## src/rtl/lvl_irq_pkg.sv

```systemverilog
package lvl_irq_pkg;
  localparam int unsigned NUM_LINES   = 32;
  localparam int unsigned NUM_OUTS    = 2;
  localparam int unsigned SYNC_DEPTH  = 2;
  localparam int unsigned BUS_ADDR_W  = 8;

  // register offsets (bytes)
  localparam int unsigned OFF_PEND0   = 'h00;
  localparam int unsigned OFF_PEND1   = 'h04;
  localparam int unsigned OFF_ROUTE   = 'h20;
  localparam int unsigned OFF_LEVEL   = 'h30;
  localparam int unsigned OFF_EN_SET  = 'h34;
  localparam int unsigned OFF_EN_CLR  = 'h38;

  typedef enum logic [2:0] {
    SEL_NONE,
    SEL_PEND0,
    SEL_PEND1,
    SEL_ROUTE,
    SEL_LEVEL,
    SEL_MASK,
    SEL_CLR
  } reg_sel_e;
endpackage

```

## src/rtl/lvl_irq_sync.sv

```systemverilog
module lvl_irq_sync #(
  parameter int unsigned WIDTH  = 32,
  parameter int unsigned STAGES = 2
) (
  input  logic             clk,
  input  logic             rst_n,
  input  logic [WIDTH-1:0] d_async,
  output logic [WIDTH-1:0] q_sync
);
  logic [WIDTH-1:0] stage_q [STAGES];

  for (genvar s = 0; s < STAGES; s++) begin : g_stage
    if (s == 0) begin : g_first
      always_ff @(posedge clk or negedge rst_n) begin
        if (!rst_n) stage_q[s] <= '0;
        else        stage_q[s] <= d_async;
      end
    end else begin : g_next
      always_ff @(posedge clk or negedge rst_n) begin
        if (!rst_n) stage_q[s] <= '0;
        else        stage_q[s] <= stage_q[s-1];
      end
    end
  end

  assign q_sync = stage_q[STAGES-1];
endmodule

```

## src/rtl/lvl_irq_regs.sv

```systemverilog
module lvl_irq_regs
  import lvl_irq_pkg::*;
#(
  parameter int unsigned NLINES = 32,
  parameter int unsigned ADDR_W = 8
) (
  input  logic              clk,
  input  logic              rst_n,
  input  logic [ADDR_W-1:0] bus_addr,
  input  logic              bus_we,
  input  logic [NLINES-1:0] bus_wdata,
  input  logic              bus_re,
  input  logic [NLINES-1:0] level,
  input  logic [NLINES-1:0] pend0,
  input  logic [NLINES-1:0] pend1,
  output logic [NLINES-1:0] en_mask,
  output logic [NLINES-1:0] route_sel,
  output logic [NLINES-1:0] bus_rdata
);
  reg_sel_e         sel;
  logic [NLINES-1:0] rd_next;

  // address decode
  always_comb begin
    sel = SEL_NONE;
    if      (bus_addr == ADDR_W'(OFF_PEND0))  sel = SEL_PEND0;
    else if (bus_addr == ADDR_W'(OFF_PEND1))  sel = SEL_PEND1;
    else if (bus_addr == ADDR_W'(OFF_ROUTE))  sel = SEL_ROUTE;
    else if (bus_addr == ADDR_W'(OFF_LEVEL))  sel = SEL_LEVEL;
    else if (bus_addr == ADDR_W'(OFF_EN_SET)) sel = SEL_MASK;
    else if (bus_addr == ADDR_W'(OFF_EN_CLR)) sel = SEL_CLR;
  end

  // enable mask: set/clear strobes only
  always_ff @(posedge clk or negedge rst_n) begin
    if (!rst_n) begin
      en_mask <= '0;
    end else if (bus_we) begin
      if (sel == SEL_MASK)     en_mask <= en_mask | bus_wdata;
      else if (sel == SEL_CLR) en_mask <= en_mask & ~bus_wdata;
    end
  end

  // route register
  always_ff @(posedge clk or negedge rst_n) begin
    if (!rst_n)                         route_sel <= '0;
    else if (bus_we && sel == SEL_ROUTE) route_sel <= bus_wdata;
  end

  // read mux
  always_comb begin
    unique case (sel)
      SEL_PEND0: rd_next = pend0;
      SEL_PEND1: rd_next = pend1;
      SEL_ROUTE: rd_next = route_sel;
      SEL_LEVEL: rd_next = level;
      SEL_MASK:  rd_next = en_mask;
      default:   rd_next = '0;
    endcase
  end

  always_ff @(posedge clk or negedge rst_n) begin
    if (!rst_n)      bus_rdata <= '0;
    else if (bus_re) bus_rdata <= rd_next;
  end
endmodule

```

## src/rtl/lvl_irq_route.sv

```systemverilog
module lvl_irq_route #(
  parameter int unsigned NLINES = 32,
  parameter int unsigned NOUTS  = 2
) (
  input  logic                         clk,
  input  logic                         rst_n,
  input  logic [NLINES-1:0]            level,
  input  logic [NLINES-1:0]            en_mask,
  input  logic [NLINES-1:0]            route_sel,
  output logic [NOUTS-1:0][NLINES-1:0] pend,
  output logic [NOUTS-1:0]             irq_q
);
  localparam int unsigned MASTER = NLINES - 1;

  logic [NLINES-1:0] live;
  assign live = level & en_mask;

  for (genvar k = 0; k < NOUTS; k++) begin : g_out
    logic [NLINES-1:0] pick;
    if (k == 0) begin : g_zero
      assign pick = ~route_sel;
    end else begin : g_one
      assign pick = route_sel;
    end

    assign pend[k] = live & pick;

    always_ff @(posedge clk or negedge rst_n) begin
      if (!rst_n) irq_q[k] <= 1'b0;
      else        irq_q[k] <= (|pend[k]) & en_mask[MASTER];
    end
  end
endmodule

```

## src/rtl/lvl_irq_ctrl.sv

```systemverilog
module lvl_irq_ctrl
  import lvl_irq_pkg::*;
#(
  parameter int unsigned NLINES = NUM_LINES,
  parameter int unsigned ADDR_W = BUS_ADDR_W,
  parameter int unsigned SYNC_N = SYNC_DEPTH
) (
  input  logic              clk,
  input  logic              rst_n,
  input  logic [NLINES-1:0] irq_src,
  input  logic [ADDR_W-1:0] bus_addr,
  input  logic              bus_we,
  input  logic [NLINES-1:0] bus_wdata,
  input  logic              bus_re,
  output logic [NLINES-1:0] bus_rdata,
  output logic [1:0]        cpu_irq
);
  localparam int unsigned NOUTS = 2;

  logic [NLINES-1:0]            level;
  logic [NLINES-1:0]            en_mask;
  logic [NLINES-1:0]            route_sel;
  logic [NOUTS-1:0][NLINES-1:0] pend;

  lvl_irq_sync #(.WIDTH(NLINES), .STAGES(SYNC_N)) u_sync (
    .clk     (clk),
    .rst_n   (rst_n),
    .d_async (irq_src),
    .q_sync  (level)
  );

  lvl_irq_regs #(.NLINES(NLINES), .ADDR_W(ADDR_W)) u_regs (
    .clk       (clk),
    .rst_n     (rst_n),
    .bus_addr  (bus_addr),
    .bus_we    (bus_we),
    .bus_wdata (bus_wdata),
    .bus_re    (bus_re),
    .level     (level),
    .pend0     (pend[0]),
    .pend1     (pend[1]),
    .en_mask   (en_mask),
    .route_sel (route_sel),
    .bus_rdata (bus_rdata)
  );

  lvl_irq_route #(.NLINES(NLINES), .NOUTS(NOUTS)) u_route (
    .clk       (clk),
    .rst_n     (rst_n),
    .level     (level),
    .en_mask   (en_mask),
    .route_sel (route_sel),
    .pend      (pend),
    .irq_q     (cpu_irq)
  );
endmodule

```

## config.mk

```make
export PLATFORM = sky130hd
export DESIGN_NAME = lvl_irq_ctrl
export DESIGN_NICKNAME = d
export VERILOG_FILES = /design/src/rtl/lvl_irq_pkg.sv /design/src/rtl/lvl_irq_sync.sv /design/src/rtl/lvl_irq_regs.sv /design/src/rtl/lvl_irq_route.sv /design/src/rtl/lvl_irq_ctrl.sv
export SDC_FILE = /design/constraint.sdc
export NUM_CORES = 1
export LEC_CHECK = 0
export ABC_AREA = 1
export BUFFER_PORTS_ARGS = -buffer_cell sky130_fd_sc_hd__buf_2
export CORE_MARGIN = 2
export CORE_UTILIZATION = 40
export DETAILED_ROUTE_END_ITERATION = 6
export MAX_ROUTING_LAYER = met4
export SYNTH_ARGS = -nofsm -noshare
export SYNTH_HDL_FRONTEND = slang
export SYNTH_SLANG_ARGS = --single-unit
```

## constraint.sdc

```tcl
create_clock -name clk -period 1.85 [get_ports clk]
set_input_delay 0.2775 -clock clk [delete_from_list [all_inputs] [get_ports clk]]
set_output_delay 0.2775 -clock clk [all_outputs]
set_load 0.01 [all_outputs]
```

==> flow_summary.toml <==
[run_status]
outcome = "finished clean"

[sta]
hold_viol = 0
rsz0062_at_grt = "false"
relSlewSlack_pct = 66.37
drv_slew = 0
fmax_mhz = 737.9
period_share_pct = 73.25
tightest_slew_ns = 0.5045
finalCriticalPeriod_ns = 1.355
setup_ws_ns = 0.4948
fin_setup_tns_ns = 0
holdWs_ns = 0.09671
finClkSkew_ns = 0.009870
setup_violations = 0

[critical_path]
r2r_end = "u_route.irq_q[1]$_DFF_PN0_"
worstSetupEndpointType = "register"
crit_required_ns = 2.19
cp.arrival_ns = 1.69
crit_type = "register to register"
crit_fanout = 4
r2r_setup_slack_ns = 0.49
ff2ff_path_depth = 6
start_kind = "register"

[drt]
wire_per_inst_microns = 16.20
dr.max_layer_used = "met4"
drcViolationCount = 0
firstDrtPassIters = 6
routed-wl-met2_microns = 9168
wl_met1_microns = 10140
vias = 6801
wirelength_microns = 21230
detail_route.vias_per_cell = 5.188
met3_length_microns = 1422
drtIter0Drc = 533
ant_nets = 0

[synthesis]
synthArstFlopShare_pct = 100.0
synth_nets = 1005
synth-edff-count = 0
seq_area_frac_synth_pct = 53.61
ys_ff_latch = 162
yosysUniqueCellTypes = 24
syn-cell-area_sq_um = 7562
yosysWarningCount = 0
postSynthAreaPerCell_sq_um = 8.140
synth_cells = 929
ys.flop_type = "dfrtp_1"

[clock_tree]
cts_buffer_depth = 2
cts_inserted_buffers = 17
clock_latency_ns = 0.43
clockRootBuffer = "clkbuf_16"
htreeDepth = 4
cts.repair.resized = 0
cts_tree = "built"
clk_pin_slew_ns = 0.07
cts_sinks = 162

[cells_and_area]
drive_gt1_share_pct = 16.26
layout_commonest_cell = "nand2_1"
final_nets = 1139
layout_common_cells = "235 x nand2_1, 214 x nand3_1, 162 x dfrtp_1"
area_growth_pct = 23.89
final_cell_area_sq_um = 9369

[floorplan]
die-area_sq_um = 20020
num_rows = 50
initial_core_util_pct = 40.56
die_w_microns = 141.5
pin_count = 110
coreArea_sq_um = 18640
die_h_microns = 141.5

[global_routing]
antenna_found_initial = 1
grt_max_degree = 65
grt_pass1_wl_microns = 34000
grt.overflow.total = 0
grt_usage_pct = 22.60
grt_pass1_vias = 6303

[job]
drv_cap = 0

[hold_path]
whs_path_depth = 2
holdPathEnd = "u_regs.route_sel[14]$_DFFE_PN0P_"
hold_start = "bus_wdata[14]"
min_path_type = "primary input to register"

[place]
hpwl_microns = 13800
io_buffers = 109
place_ws_ns = 0.2654
dpl-instance-area_sq_um = 8439
gp_routability_congestion = 0.8111

[power]
p_per_area_nw_per_um2 = 845.0
worst_ir_drop_vdd_v = 0.0006123
p_leak_nw = 4.916
==> critical path, stage by stage, from the launching register on <==
cell     delay, ns
dfrtp_1       0.39
nand2_1       0.08
o21ai_0       0.38
nor2_1        0.11
nand2_1       0.09
nor2_1        0.05
a21oi_1       0.18
==> worst max path at each step <==
stage	start	end	slack, ns	cells past startpoint
floorplan	bus_addr[6]	u_regs.route_sel[14]$_DFFE_PN0P_	0.60	6
global placement	bus_addr[0]	u_regs.route_sel[23]$_DFFE_PN0P_	0.29	7
detailed placement	bus_addr[0]	u_regs.route_sel[4]$_DFFE_PN0P_	0.27	7
CTS	register	u_route.irq_q[1]$_DFF_PN0_	0.48	6
global route	u_sync.q_sync[13]$_DFF_PN0_	u_route.irq_q[1]$_DFF_PN0_	0.43	6
finish	register	u_route.irq_q[1]$_DFF_PN0_	0.49	6
==> Yosys cell counts, types with 2 or more instances <==
library cell	count	share of area (%)
a21oi_1	29	1.9
nand2_2	3	0.25
nand2_1	235	12
nand3b_1	20	2.0
o21ai_1	8	0.53
buf_2	23	1.5
nor2_1	82	4.1
nor3_1	2	0.13
nor2_4	2	0.30
dfrtp_1	162	54
buf_1	3	0.15
nand4_1	4	0.33
mux2_1	4	0.60
o21ai_0	60	4.0
inv_1	49	2.4
nand3_1	214	14
clkbuf_1	16	0.79
buf_4	7	0.69
==> per-layer routing <==
metal	track usage, %	vias to the layer above
li1	-	3346
met1	32.46	3159
met2	31.76	257
met3	4.624	39
met4	8.053	0
met5	-	-
==> stage by stage <==
stage	utilization, %	cells	total power [W]
floorplan	-	929	0.004034
global placement	45.27	1245	0.004344
detailed placement	45.27	1245	0.004351
CTS	50.24	1310	0.007998
global route	50.26	1311	0.008223
finish	50.26	1311	0.007917
==> cell type report <==
| class | instances | area (sq um) |
|---|---|---|
| timing repair buffer | 165 | 1155 |
| antenna | 1 | 2.502 |
| clock inverter | 15 | 171.4 |
| inverter | 51 | 191.4 |
| sequential | 162 | 4054 |
| multi-input combinational | 666 | 3077 |
| clock buffer | 17 | 425.4 |
| tap | 234 | 292.8 |
| fill | 1809 | 9274 |
==> cell families (layout without fill, tap and decap cells) <==
group                  after synthesis  in the layout  share of synthesized area (%)
AOI/OAI and AO/OA                   97             97                          6.420
buffers and inverters              101            248                          5.840
DFF                                162            162                          53.61
muxes                                5              5                         0.7445
other                                0              1                              0
and+or+nand+nor                    564            564                          33.39
==> power by group <==
| group | switching, W | internal [W] | total, W |
|---|---|---|---|
| registers | 0.000106 | 0.00368 | 0.00379 |
| clock network | 0.00156 | 0.00203 | 0.00358 |
| logic | 0.000342 | 0.000203 | 0.000544 |
==> what timing repair did <==
action / 4_1_cts / 5_1_grt
hold buffers: 33 / 0
endpoints found under the hold margin: 73 / 0
setup buffers: 0 / 0
(Power assumes the default switching activity.)
